$ cat src/rtl/psr_pkg.sv
package psr_pkg;
   localparam int PSR_W  = 32;
   localparam int MODE_W = 5;
   localparam int EXC_N  = 7;
   localparam int BANK_N = 5;

   localparam int BIT_N = 31;
   localparam int BIT_V = 28;
   localparam int BIT_Q = 27;
   localparam int BIT_J = 24;
   localparam int BIT_I = 7;
   localparam int BIT_F = 6;
   localparam int BIT_T = 5;

   localparam logic [31:0] LIVE_BITS  = 32'hF900_00FF;
   localparam logic [31:0] BOOT_WORD  = 32'h0000_00D3;
   localparam logic [31:0] SAVED_INIT = 32'h0000_0010;

   typedef enum logic [4:0] {
      M_USR = 5'b10000,
      M_FIQ = 5'b10001,
      M_IRQ = 5'b10010,
      M_SVC = 5'b10011,
      M_ABT = 5'b10111,
      M_UND = 5'b11011,
      M_SYS = 5'b11111
   } mode_e;

   typedef enum logic [2:0] {
      EX_RESET = 3'd0,
      EX_DABT  = 3'd1,
      EX_FIQ   = 3'd2,
      EX_IRQ   = 3'd3,
      EX_PABT  = 3'd4,
      EX_UNDEF = 3'd5,
      EX_SWI   = 3'd6
   } exc_e;

   function automatic logic mode_ok(input logic [4:0] m);
      case (m)
         M_USR, M_FIQ, M_IRQ, M_SVC, M_ABT, M_UND, M_SYS: return 1'b1;
         default: return 1'b0;
      endcase
   endfunction

   function automatic logic mode_banked(input logic [4:0] m);
      case (m)
         M_FIQ, M_IRQ, M_SVC, M_ABT, M_UND: return 1'b1;
         default: return 1'b0;
      endcase
   endfunction

   function automatic logic [2:0] bank_of(input logic [4:0] m);
      case (m)
         M_FIQ:   return 3'd0;
         M_IRQ:   return 3'd1;
         M_SVC:   return 3'd2;
         M_ABT:   return 3'd3;
         M_UND:   return 3'd4;
         default: return 3'd0;
      endcase
   endfunction

   function automatic logic [4:0] exc_target(input logic [2:0] e);
      case (e)
         EX_RESET: return M_SVC;
         EX_DABT:  return M_ABT;
         EX_FIQ:   return M_FIQ;
         EX_IRQ:   return M_IRQ;
         EX_PABT:  return M_ABT;
         EX_UNDEF: return M_UND;
         default:  return M_SVC;
      endcase
   endfunction
endpackage

$ cat src/rtl/psr_exc_arb.sv
module psr_exc_arb #(
   parameter int N = 7
) (
   input  logic [N-1:0]         req,
   output logic                 hit,
   output logic [$clog2(N)-1:0] win
);
   localparam int IW = $clog2(N);

   logic [N-1:0] grant;
   logic [N:0]   blocked;

   assign blocked[0] = 1'b0;

   for (genvar i = 0; i < N; i++) begin : g_chain
      assign grant[i]     = req[i] & ~blocked[i];
      assign blocked[i+1] = blocked[i] | req[i];
   end

   assign hit = blocked[N];

   always_comb begin
      win = '0;
      for (int i = 0; i < N; i++) begin
         if (grant[i]) win = IW'(i);
      end
   end

   // the encoded winner is pending and nothing of lower index is
   always_comb begin
      if (hit) begin
         a_r8_lowest_wins: assert (req[win] &&
            ((req & ((N'(1) << win) - N'(1))) == '0));
      end
   end
endmodule

$ cat src/rtl/psr_saved_bank.sv
module psr_saved_bank #(
   parameter int         W    = 32,
   parameter int         N    = 5,
   parameter logic [W-1:0] INIT = '0,
   parameter logic [W-1:0] LIVE = '1
) (
   input  logic                 clk,
   input  logic                 rst_n,
   input  logic                 we,
   input  logic [$clog2(N)-1:0] widx,
   input  logic [W/8-1:0]       wbyte,
   input  logic [W-1:0]         wdata,
   input  logic [$clog2(N)-1:0] ridx,
   output logic [W-1:0]         rdata
);
   localparam int NB = W / 8;
   localparam int IW = $clog2(N);

   logic [W-1:0] word_q [N];

   for (genvar s = 0; s < N; s++) begin : g_slot
      logic         sel;
      logic [W-1:0] q;

      assign sel = we && (widx == IW'(s));

      always_ff @(posedge clk or negedge rst_n) begin
         if (!rst_n) begin
            q <= INIT;
         end else if (sel) begin
            for (int b = 0; b < NB; b++) begin
               if (wbyte[b]) q[8*b +: 8] <= wdata[8*b +: 8] & LIVE[8*b +: 8];
            end
         end
      end

      assign word_q[s] = q;
   end

   assign rdata = (ridx < IW'(N)) ? word_q[ridx] : '0;
endmodule

$ cat src/rtl/psr_next.sv
module psr_next
   import psr_pkg::*;
#(
   parameter int W  = PSR_W,
   parameter int EW = 3,
   parameter int BW = 3
) (
   input  logic [W-1:0]   cur,
   input  logic [W-1:0]   sv_rd,
   input  logic           exc_hit,
   input  logic [EW-1:0]  exc_win,
   input  logic           ret_req,
   input  logic           flag_we,
   input  logic [3:0]     flag_nzcv,
   input  logic           sat_set,
   input  logic           msr_we,
   input  logic           msr_saved,
   input  logic [W/8-1:0] msr_bmask,
   input  logic [W-1:0]   msr_data,
   output logic [W-1:0]   nxt,
   output logic           sv_we,
   output logic [BW-1:0]  sv_idx,
   output logic [W/8-1:0] sv_bmask,
   output logic [W-1:0]   sv_data
);
   localparam int NB  = W / 8;
   localparam int TOP = NB - 1;

   logic [MODE_W-1:0] mode;
   logic [MODE_W-1:0] tgt;
   logic              banked;
   logic              is_user;

   assign mode    = cur[MODE_W-1:0];
   assign banked  = mode_banked(mode);
   assign is_user = (mode == M_USR);
   assign tgt     = exc_target(exc_win);

   always_comb begin
      nxt      = cur;
      sv_we    = 1'b0;
      sv_idx   = bank_of(mode);
      sv_bmask = msr_bmask;
      sv_data  = msr_data;
      if (exc_hit) begin
         sv_we              = 1'b1;
         sv_idx             = bank_of(tgt);
         sv_bmask           = '1;
         sv_data            = cur;
         nxt[MODE_W-1:0]    = tgt;
         nxt[BIT_I]         = 1'b1;
         nxt[BIT_T]         = 1'b0;
         nxt[BIT_J]         = 1'b0;
         if (exc_win == EX_RESET || exc_win == EX_FIQ) nxt[BIT_F] = 1'b1;
      end else if (ret_req && banked) begin
         nxt = sv_rd & LIVE_BITS;
         if (!mode_ok(sv_rd[MODE_W-1:0])) nxt[MODE_W-1:0] = mode;
      end else begin
         if (flag_we) nxt[BIT_N:BIT_V] = flag_nzcv;
         if (sat_set) nxt[BIT_Q] = 1'b1;
         if (msr_we && msr_saved) begin
            sv_we = banked;
         end else if (msr_we) begin
            for (int b = 0; b < NB; b++) begin
               if (msr_bmask[b] && (b == TOP || !is_user))
                  nxt[8*b +: 8] = msr_data[8*b +: 8];
            end
            if (msr_bmask[0] && !is_user && !mode_ok(msr_data[MODE_W-1:0]))
               nxt[MODE_W-1:0] = mode;
         end
         nxt = nxt & LIVE_BITS;
      end
   end
endmodule

$ cat src/rtl/psr_bank.sv
module psr_bank
   import psr_pkg::*;
#(
   parameter int WORD_W   = PSR_W,
   parameter int NUM_EXC  = EXC_N,
   parameter int NUM_BANK = BANK_N
) (
   input  logic                clk,
   input  logic                rst_n,
   input  logic                flag_we,
   input  logic [3:0]          flag_nzcv,
   input  logic                sat_set,
   input  logic                msr_we,
   input  logic                msr_saved,
   input  logic [WORD_W/8-1:0] msr_bmask,
   input  logic [WORD_W-1:0]   msr_data,
   input  logic [NUM_EXC-1:0]  exc_req,
   input  logic                ret_req,
   input  logic                rd_saved,
   output logic [WORD_W-1:0]   rd_data,
   output logic [MODE_W-1:0]   cur_mode,
   output logic                irq_off,
   output logic                fiq_off,
   output logic [1:0]          isa_state,
   output logic [3:0]          cond_nzcv
);
   localparam int BYTES = WORD_W / 8;
   localparam int EW    = $clog2(NUM_EXC);
   localparam int BW    = $clog2(NUM_BANK);

   if (WORD_W != 32) begin : g_bad_width
      $error("psr_bank: WORD_W must be 32");
   end
   if (NUM_EXC != 7 || NUM_BANK != 5) begin : g_bad_count
      $error("psr_bank: seven exception classes and five saved slots required");
   end

   logic [WORD_W-1:0] cur_q;
   logic [WORD_W-1:0] cur_nxt;
   logic [WORD_W-1:0] sv_rd;
   logic [WORD_W-1:0] sv_data;
   logic [BYTES-1:0]  sv_bmask;
   logic [BW-1:0]     sv_idx;
   logic              sv_we;
   logic              exc_hit;
   logic [EW-1:0]     exc_win;
   logic              banked;

   psr_exc_arb #(.N(NUM_EXC)) u_arb (
      .req (exc_req),
      .hit (exc_hit),
      .win (exc_win)
   );

   psr_saved_bank #(
      .W    (WORD_W),
      .N    (NUM_BANK),
      .INIT (SAVED_INIT),
      .LIVE (LIVE_BITS)
   ) u_saved (
      .clk   (clk),
      .rst_n (rst_n),
      .we    (sv_we),
      .widx  (sv_idx),
      .wbyte (sv_bmask),
      .wdata (sv_data),
      .ridx  (bank_of(cur_q[MODE_W-1:0])),
      .rdata (sv_rd)
   );

   psr_next #(.W(WORD_W), .EW(EW), .BW(BW)) u_next (
      .cur       (cur_q),
      .sv_rd     (sv_rd),
      .exc_hit   (exc_hit),
      .exc_win   (exc_win),
      .ret_req   (ret_req),
      .flag_we   (flag_we),
      .flag_nzcv (flag_nzcv),
      .sat_set   (sat_set),
      .msr_we    (msr_we),
      .msr_saved (msr_saved),
      .msr_bmask (msr_bmask),
      .msr_data  (msr_data),
      .nxt       (cur_nxt),
      .sv_we     (sv_we),
      .sv_idx    (sv_idx),
      .sv_bmask  (sv_bmask),
      .sv_data   (sv_data)
   );

   always_ff @(posedge clk or negedge rst_n) begin
      if (!rst_n) cur_q <= BOOT_WORD;
      else        cur_q <= cur_nxt;
   end

   assign banked    = mode_banked(cur_q[MODE_W-1:0]);
   assign rd_data   = rd_saved ? (banked ? sv_rd : '0) : cur_q;
   assign cur_mode  = cur_q[MODE_W-1:0];
   assign irq_off   = cur_q[BIT_I];
   assign fiq_off   = cur_q[BIT_F];
   assign isa_state = cur_q[BIT_J] ? 2'b10 : {1'b0, cur_q[BIT_T]};
   assign cond_nzcv = cur_q[BIT_N:BIT_V];

   // saturation bit survives every cycle without a byte-3 write or restore
   a_r3_sat_sticky: assert property (@(posedge clk) disable iff (!rst_n)
      (cur_q[BIT_Q] && !(msr_we && !msr_saved && msr_bmask[BYTES-1]) && !ret_req)
      |=> cur_q[BIT_Q]);

   // an uncontested flag update reaches the condition outputs
   a_r2_flags_land: assert property (@(posedge clk) disable iff (!rst_n)
      (flag_we && exc_req == '0 && !ret_req && !(msr_we && !msr_saved && msr_bmask[BYTES-1]))
      |=> cond_nzcv == $past(flag_nzcv));

   // any entry masks interrupts and forces 32-bit state
   a_r7_entry_state: assert property (@(posedge clk) disable iff (!rst_n)
      (|exc_req) |=> (irq_off && isa_state == 2'b00));

   // a lone fast interrupt lands in its mode with fast interrupts masked
   a_r7_fiq_entry: assert property (@(posedge clk) disable iff (!rst_n)
      (exc_req[2] && exc_req[1:0] == 2'b00) |=> (cur_mode == M_FIQ && fiq_off));

   // user mode keeps its control byte and only leaves through an exception
   a_r5_user_locked: assert property (@(posedge clk) disable iff (!rst_n)
      (cur_mode == M_USR && exc_req == '0) |=> (cur_mode == M_USR && $stable(cur_q[7:0])));

   // unimplemented bits read as zero on either read selection
   a_r4_reserved_zero: assert property (@(posedge clk) disable iff (!rst_n)
      (rd_data & ~LIVE_BITS) == '0);

   // the mode field never holds an unlisted encoding
   a_r6_mode_legal: assert property (@(posedge clk) disable iff (!rst_n)
      mode_ok(cur_mode));
endmodule

$ cat config.mk
export PLATFORM = sky130hd
export DESIGN_NAME = psr_bank
export DESIGN_NICKNAME = d
export VERILOG_FILES = /design/src/rtl/psr_pkg.sv /design/src/rtl/psr_exc_arb.sv /design/src/rtl/psr_saved_bank.sv /design/src/rtl/psr_next.sv /design/src/rtl/psr_bank.sv
export SDC_FILE = /design/constraint.sdc
export NUM_CORES = 1
export LEC_CHECK = 0
export BUFFER_PORTS_ARGS = -buffer_cell sky130_fd_sc_hd__clkbuf_2
export CAP_MARGIN = 20
export CORE_MARGIN = 5
export CORE_UTILIZATION = 50
export CTS_BUF_LIST = sky130_fd_sc_hd__clkbuf_16
export DETAILED_ROUTE_END_ITERATION = 8
export GPL_TIMING_DRIVEN = 0
export PLACE_DENSITY_LB_ADDON = 0.1
export REMOVE_ABC_BUFFERS = 1
export SETUP_SLACK_MARGIN = 0.15
export SYNTH_ARGS = -nofsm -noshare
export SYNTH_HDL_FRONTEND = slang
export SYNTH_HIERARCHICAL = 1
export SYNTH_SLANG_ARGS = --single-unit
$ cat constraint.sdc
create_clock -name clk -period 4.5 [get_ports clk]
set_clock_uncertainty 0.2 [all_clocks]
set_input_delay 0.45 -clock clk [delete_from_list [all_inputs] [get_ports clk]]
set_output_delay 0.45 -clock clk [all_outputs]
set_load 0.1 [all_outputs]
**After elaboration in Yosys (flattened, before gate mapping)**

Cells that the tools add are included.

- Output and inout bits: 45
- Flip-flop bits (word level): 102

- Bitwise gates (word level): 19
- Equality and inequality tests: 37
- Order comparisons: 2
- Muxes and demuxes: 45
- Reduce and logical (&&, ||, !) cells: 37

Operators by type and width:

| cell | count |
|---|---|
| 32-bit two-way mux | 9 |
| 5-bit == test (second input constant) | 24 |
| 32-bit binary-select mux with 3-bit select | 1 |
| 8-bit two-way mux | 5 |
| 3-bit one-hot mux with 4 select lines | 2 |
| 2-bit AND reduction | 10 |
| 3-bit two-way mux | 6 |
| 1-bit two-way mux | 16 |
| 4-bit one-hot mux with 4 select lines | 1 |
| 7-bit OR reduction | 2 |
| 3-bit by 2-bit == test with 1-bit output (second input constant) | 4 |
| 1-bit logical AND | 11 |
| 5-bit two-way mux | 2 |
| 3-bit == test (second input constant) | 3 |
| 3-bit nonzero test | 3 |
| 4-bit two-way mux | 2 |
| 1-bit bitwise AND | 6 |
| 3-bit by 1-bit == test with 1-bit output (second input constant) | 2 |
| 3-bit zero test | 2 |
| 3-bit by 2-bit inequality test with 1-bit output (second input constant) | 2 |
| 1-bit inverter | 6 |
| 1-bit OR | 6 |
| 3-bit AND reduction | 2 |
| 5-bit AND reduction | 1 |
| other kinds (11) | 12 |

**Logic depth before layout (Yosys ltp)**

Gate-level depths: netlist (run 1).

- Word-level depth: 17
- Gate-level depth with buffers: 16

**Modules after synthesis**

The synthesis (run 1) kept the hierarchy.

Modules (own cells, without submodules):

| module | sequential area each (sq um) | area each (sq um) | instances | cells an instance |
|---|---|---|---|---|
| psr_saved_bank | 1757.9 | 3408.3 | 1 | 244 |
| psr_bank | 807.0 | 1642.8 | 1 | 168 |
| psr_next | 0.0 | 1395.1 | 1 | 194 |
| psr_exc_arb | 0.0 | 66.3 | 1 | 11 |

**Worst setup path after synthesis (run 1)**

Ideal clock, no wire load.

- Path type: reg-to-output
- Start point: register cur_q[1]
- End point: output port rd_data[0]
- Arrival time: 4.113 ns
- Data required time: 3.850 ns
- Slack: -0.263 ns
- Stages on the path, launching flop included: 9
- Cell sequence: dfstp_2 nand2_1 nor3_1 buf_4 nor3b_1 buf_2 a221o_1 nand2_1 o21ai_0

- Longest elaborated chain between the ends: 9
- Elaborated cells between the ends (all ways): 16

Ends and longest elaborated chain:

| item | RTL line | source |
|---|---|---|
| start: declaration | psr_bank.sv:38 | `logic [WORD_W-1:0] cur_q;` |
| start signal: assignment | psr_bank.sv:93 | `else cur_q <= cur_nxt;` |
| 5-bit == test | psr_pkg.sv:54 | `case (m)` |
| 3-bit one-hot mux with 4 select lines (*) | psr_pkg.sv:54 |  |
| 3-bit inverter with 4-bit output (implied by the code) | psr_saved_bank.sv:40 | `assign rdata = (ridx < IW'(N)) ? word_q[ridx] : '0;` |
| 32-bit binary-select mux with 3-bit select | psr_saved_bank.sv:40 |  |
| 32-bit two-way mux (implied by the code) (2 in series) | psr_saved_bank.sv:40 |  |
| 32-bit two-way mux (*) | psr_saved_bank.sv:40 |  |
| named net sv_rd[0] | psr_bank.sv:40 | `logic [WORD_W-1:0] sv_rd;` |
| 32-bit two-way mux (*) (2 in series) | psr_bank.sv:97 | `assign rd_data = rd_saved ? (banked ? sv_rd : '0) : cur_q;` |
| end: declaration | psr_bank.sv:20 | `output logic [WORD_W-1:0] rd_data,` |

The timed path passes the listed nets; every way through them passes the cells marked *. The select of a mux whose other input is x is not followed.

**Worst setup path in the final report (run 1)**

- Start point: register cur_q[4]
- End point: output port rd_data[0]

Same word-level chain as after synthesis.

==> impl_metrics.json, run 1 <==
{
  "max-clock-path-buffers": 2,
  "syn-cell-area_um2": 6300,
  "wirelength_um": 15400,
  "critPathTopFamily": "simple AND/OR/NAND/NOR gates",
  "worst-path-buf-inv": 2,
  "grt_overflow": 0,
  "cts_tree": "yes",
  "p_comb_share_pct": 29.9,
  "p_switching_uw": 948,
  "slew_violations": 0,
  "grt_pass1_wl_um": 25000,
  "hpwl_um": 10500,
  "dpl.cell_count": 802,
  "grt_max_degree": 103,
  "final_antenna_net_count": 0,
  "slowest_delay_ns": 0.71,
  "rsz0062_at_grt": "no",
  "initial_core_util_pct": 50.5,
  "hold_class": "input pin to async pin",
  "layout-drive-gt1-share_pct": 36.6,
  "timing.fmax_mhz": 241,
  "die_width_um": 122,
  "layout_common_cells": "dfrtp_1, mux2_2, clkbuf_2",
  "power_frac_seq_pct": 39.4,
  "critical_path_depth": 8,
  "yosysWarnings": 6,
  "p_leak_uw": 0.00317,
  "drc": 0,
  "power_frac_clock_pct": 30.7,
  "relSlewSlack_pct": 42.8,
  "start_kind": "flop",
  "stdcell_area_um2": 7000,
  "cp.required_ns": 3.85,
  "avgSynthCellArea_um2": 10.5,
  "endpoint_kind": "output pin",
  "finalSetupViolCount": 0,
  "ctsHoldBuffers": 0,
  "routedWlPerCell_um": 18.8,
  "syn-instance-count": 597,
  "fin_crit_sh_pct": 92.3,
  "area_growth_pct": 11.2,
  "crit_fanout": 12,
  "placementRows": 41,
  "grtUsageTotal_pct": 21.2,
  "cts_made_buffers": 9,
  "antenna_cells": 0,
  "drt_iter0_drc": 360,
  "final_common_cell": "dfrtp_1",
  "totalPowerFinal_uw": 2590,
  "cell_internal_pwr_uw": 1640,
  "path_cells": "nand2_1, nor3b_1, nor2_1, buf_6, a221o_1, a32oi_1, o21ai_0, clkbuf_2",
  "hold_violations": 10,
  "ir_worst_vdd_mv": 0.215,
  "fin_nets": 700,
  "cpMaxStageDelayCell": "dfstp_2",
  "min_period_ns": 4.15,
  "clkTransAtPathRegs_ns": 0.07,
  "portBuffers": 79,
  "fin_cells": 819,
  "h-tree-depth": 3,
  "whs_ns": -0.0734,
  "num_vias": 4746,
  "r2r-end": "cur_q[1]$_DFF_PN1_",
  "critPathKind": "flop to output pin",
  "dr.pass1.iters": 7,
  "r2r.worst_path.cells": 10,
  "grt_pass1_vias": 4702,
  "failed_checks": "negative hold slack",
  "switching_share_pct": 36.6,
  "outcome": "finished, violations left",
  "worstSkewPairLatency_ns": 0.36,
  "clockRootBuffer": "clkbuf_16",
  "worst-endpoint-arrival_ns": 3.50,
  "die_area_um2": 14900,
  "cts.sink_count": 102,
  "p_per_area_nw_per_um2": 370,
  "core-area_um2": 12500,
  "gp_congestion": 0.780,
  "post_cts_buffers": 0,
  "reg2reg_slack_ns": 0.85,
  "drv_cap": 0,
  "antenna_found_initial": 0,
  "avgViaCountPerCell": 5.79,
  "tightest_slew_ns": 0.857,
  "io_pins": 100,
  "endpoint": "rd_data[0]",
  "setup.worst_path.start": "cur_q[4]$_DFF_PN1_",
  "r2r_start": "cur_q[4]$_DFF_PN1_",
  "place_area_um2": 6660,
  "die_h_um": 122
}
[worst register-to-register path: stages, from the launching register on]
cell and delay [ns]:
dfstp_2 0.71, nand2_1 0.20, nor3b_1 0.56, nor2_1 0.30, buf_6 0.23, a221o_1 0.39, nor2_1 0.26, nand2_1 0.08
a211oi_1 0.34, a22oi_2 0.14, a21boi_2 0.17
[area by class of cell]
cell class | instances | area, um^2
inverters | 12 | 45.0
repair buffers | 90 | 579
multi-input cells | 427 | 3300
fillers | 1109 | 5470
flip-flops and latches | 102 | 2560
well taps | 172 | 215
clock buffers | 9 | 225
clock inverters | 7 | 75.1
[metrics by stage]
| step | TNS [ns] | worst slack, ns | util [%] |
|---|---|---|---|
| floorplan | -28.13 | -2.49 | - |
| finish | 0 | 0.348 | 56.2 |
| CTS | 0 | 0.255 | 55.9 |
| global placement | -78.38 | -2.43 | 52.0 |
| global route | 0 | 0.156 | 56.2 |
| detailed placement | 0 | 0.420 | 53.4 |
[per-layer routing]
layer	wire, um	part of all wire [%]	global-route usage (%)
met3	631	4.1	3.04
met5	0	0	0
met2	7300	47	33.8
met1	7290	47	30.0
met4	214	1.4	6.44
[sequential cells by signal (all words and copies together) (netlist names)]
name	count
u_saved/g_slot.q	70
cur_q	32
[power groups by stage]
stage	combinational (uW)	clock [uW]	sequential, uW
floorplan	560	0	1050
global placement	740	0	1030
detailed placement	767	0	1040
CTS	771	818	1020
global route	819	856	1030
finish	774	795	1020
[how the worst min path moves through the flow]
| stage | to | slack [ns] |
|---|---|---|
| after floorplan | cur_q[10]$_DFF_PN0_ | -0.05 |
| after global placement | cur_q[10]$_DFF_PN0_ | 0.27 |
| after detailed placement | cur_q[19]$_DFF_PN0_ | 0.28 |
| after CTS | cur_q[20]$_DFF_PN0_ | 0.03 |
| after global routing | cur_q[20]$_DFF_PN0_ | 0.02 |
| final | cur_q[20]$_DFF_PN0_ | -0.07 |
[timing repair]
action | 4_1_cts | 5_1_grt
gates resized for setup | 2 | 1
endpoints found under the setup margin | 3 | 1
cloned | 0 | 0
No activity file was read; power rests on OpenSTA's default activity.
==> inputs of run 2 (changes only) <==
- CORE_UTILIZATION: 50 -> 55
==> impl_metrics.json, run 2 (synthesis gave the netlist of run 1 again) <==
{
  "avgViaCountPerCell": 5.98,
  "rsz0062_at_grt": "no",
  "fin_ws_ns": 0.377,
  "p_leak_uw": 0.00319,
  "largest_register_ff_count": 70,
  "die_width_um": 117,
  "area_growth_pct": 10.9,
  "fin_crit_sh_pct": 91.6,
  "slew_violations": 0,
  "max-clock-path-buffers": 2,
  "failed_checks": "negative hold slack",
  "hold_violations": 7,
  "final_antenna_net_count": 0,
  "hold_class": "input pin to async pin",
  "drt_iter0_drc": 305,
  "endpoint_kind": "output pin",
  "h-tree-depth": 3,
  "wirelength_um": 14800,
  "antenna_cells": 0,
  "totalPowerFinal_uw": 2600,
  "cts_tree": "yes",
  "reg2reg_slack_ns": 0.87,
  "dr.pass1.iters": 4,
  "layout-drive-gt1-share_pct": 37.3,
  "worstSkewPairLatency_ns": 0.35,
  "regMostFlops": "u_saved/g_slot.q",
  "finalSetupViolCount": 0,
  "grtUsageTotal_pct": 22.3,
  "hpwl_um": 10200,
  "grt_overflow": 0,
  "setup.worst_path.start": "cur_q[3]$_DFF_PN0_",
  "tightest_slew_ns": 0.823,
  "grt_pass1_vias": 4610,
  "num_vias": 4737,
  "whs_ns": -0.0423,
  "start_kind": "flop",
  "antenna_found_initial": 0,
  "ctsHoldBuffers": 0,
  "die_area_um2": 13700,
  "final_common_cell": "dfrtp_1",
  "gp_congestion": 0.809,
  "p_per_area_nw_per_um2": 372,
  "fin_nets": 702,
  "min_period_ns": 4.12,
  "cts.sink_count": 102,
  "crit_fanout": 17,
  "r2r.worst_path.cells": 10,
  "critPathKind": "flop to output pin",
  "initial_core_util_pct": 55.6,
  "outcome": "finished, violations left",
  "worst-endpoint-arrival_ns": 3.47,
  "top_regs": "u_saved/g_slot.q: 70 flops, cur_q: 32 flops",
  "r2r_start": "cur_q[3]$_DFF_PN0_",
  "r2r-end": "cur_q[1]$_DFF_PN1_",
  "cts_made_buffers": 9,
  "relSlewSlack_pct": 45.1,
  "grt_pass1_wl_um": 24000,
  "routedWlPerCell_um": 18.7,
  "clkTransAtPathRegs_ns": 0.07,
  "grt_max_degree": 54,
  "cp.required_ns": 3.85,
  "ir_worst_vdd_mv": 0.219,
  "layout_common_cells": "dfrtp_1, clkbuf_2, mux2_2",
  "drc": 0,
  "drv_cap": 0,
  "portBuffers": 79,
  "post-place-ws_ns": 0.354,
  "io_pins": 100,
  "placementRows": 39,
  "timing.fmax_mhz": 243,
  "core-area_um2": 11300,
  "die_h_um": 117,
  "clockRootBuffer": "clkbuf_16"
}
run 2: cell count changes in the layout (fill, tap and decap cells not counted), sizes merged:
cell      change
clkinvlp      -1
clkbuf        +1
buf           +1
inv           +1
run 2: worst max-delay path by stage:
stage	to	depth (start not counted)
3_5_place_dp	rd_data[0]	8
6_report	rd_data[0]	8
3_3_place_gp	rd_data[4]	7
5_1_grt	rd_data[0]	8
4_1_cts	rd_data[4]	8
2_1_floorplan	rd_data[0]	6
run 2: metrics by stage:
stage               TNS, ns  area, um^2  instances  util, %
finish                    0        6990        792     61.7
global route              0        6990        792     61.7
CTS                       0        6930        787     61.2
detailed placement        0        6610        771     58.4
global placement     -67.25        6450        763     57.0
floorplan            -28.13        5870        541        -
run 2: critical path, cell delays in order, from the launching register on:
cell and delay, ns:
dfrtp_1 0.77, nand3b_1 0.21, nor2_4 0.50, nand2b_2 0.44, nor2_1 0.09, a221o_1 0.39
a32oi_1 0.22, o21ai_0 0.11, clkbuf_2 0.38
run 2: layout make-up:
class	instances	area [um^2]
Fill cell	913	4340
Sequential cell	102	2570
Clock buffer	9	225
Inverter	12	45.0
Clock inverter	7	80.1
Tap cell	143	179
Multi-Input combinational cell	427	3310
Timing Repair Buffer	92	584
run 2: report_power, final:
part           internal, uW  total, uW  switching, uW
Clock                   439        802            362
Combinational           231        778            547
Sequential              979       1020           39.5
run 2: routing by layer:
layer / vias to the layer above / global-route usage [%] / wire (um) / share of wire (%)
li1: 2225 / - / - / -
met1: 2381 / 32.0 / 6970 / 47
met2: 110 / 34.9 / 6930 / 47
met3: 21 / 3.91 / 711 / 4.8
met4: 0 / 6.42 / 227 / 1.5
met5: - / 0 / 0 / 0
run 2: repair_timing:
item / in CTS / in global routing
endpoints found under the setup margin: 14 / 11
buffers inserted: 0 / 2
gates cloned: 0 / 0
pin swaps: 0 / 2
resized for setup: 2 / 4
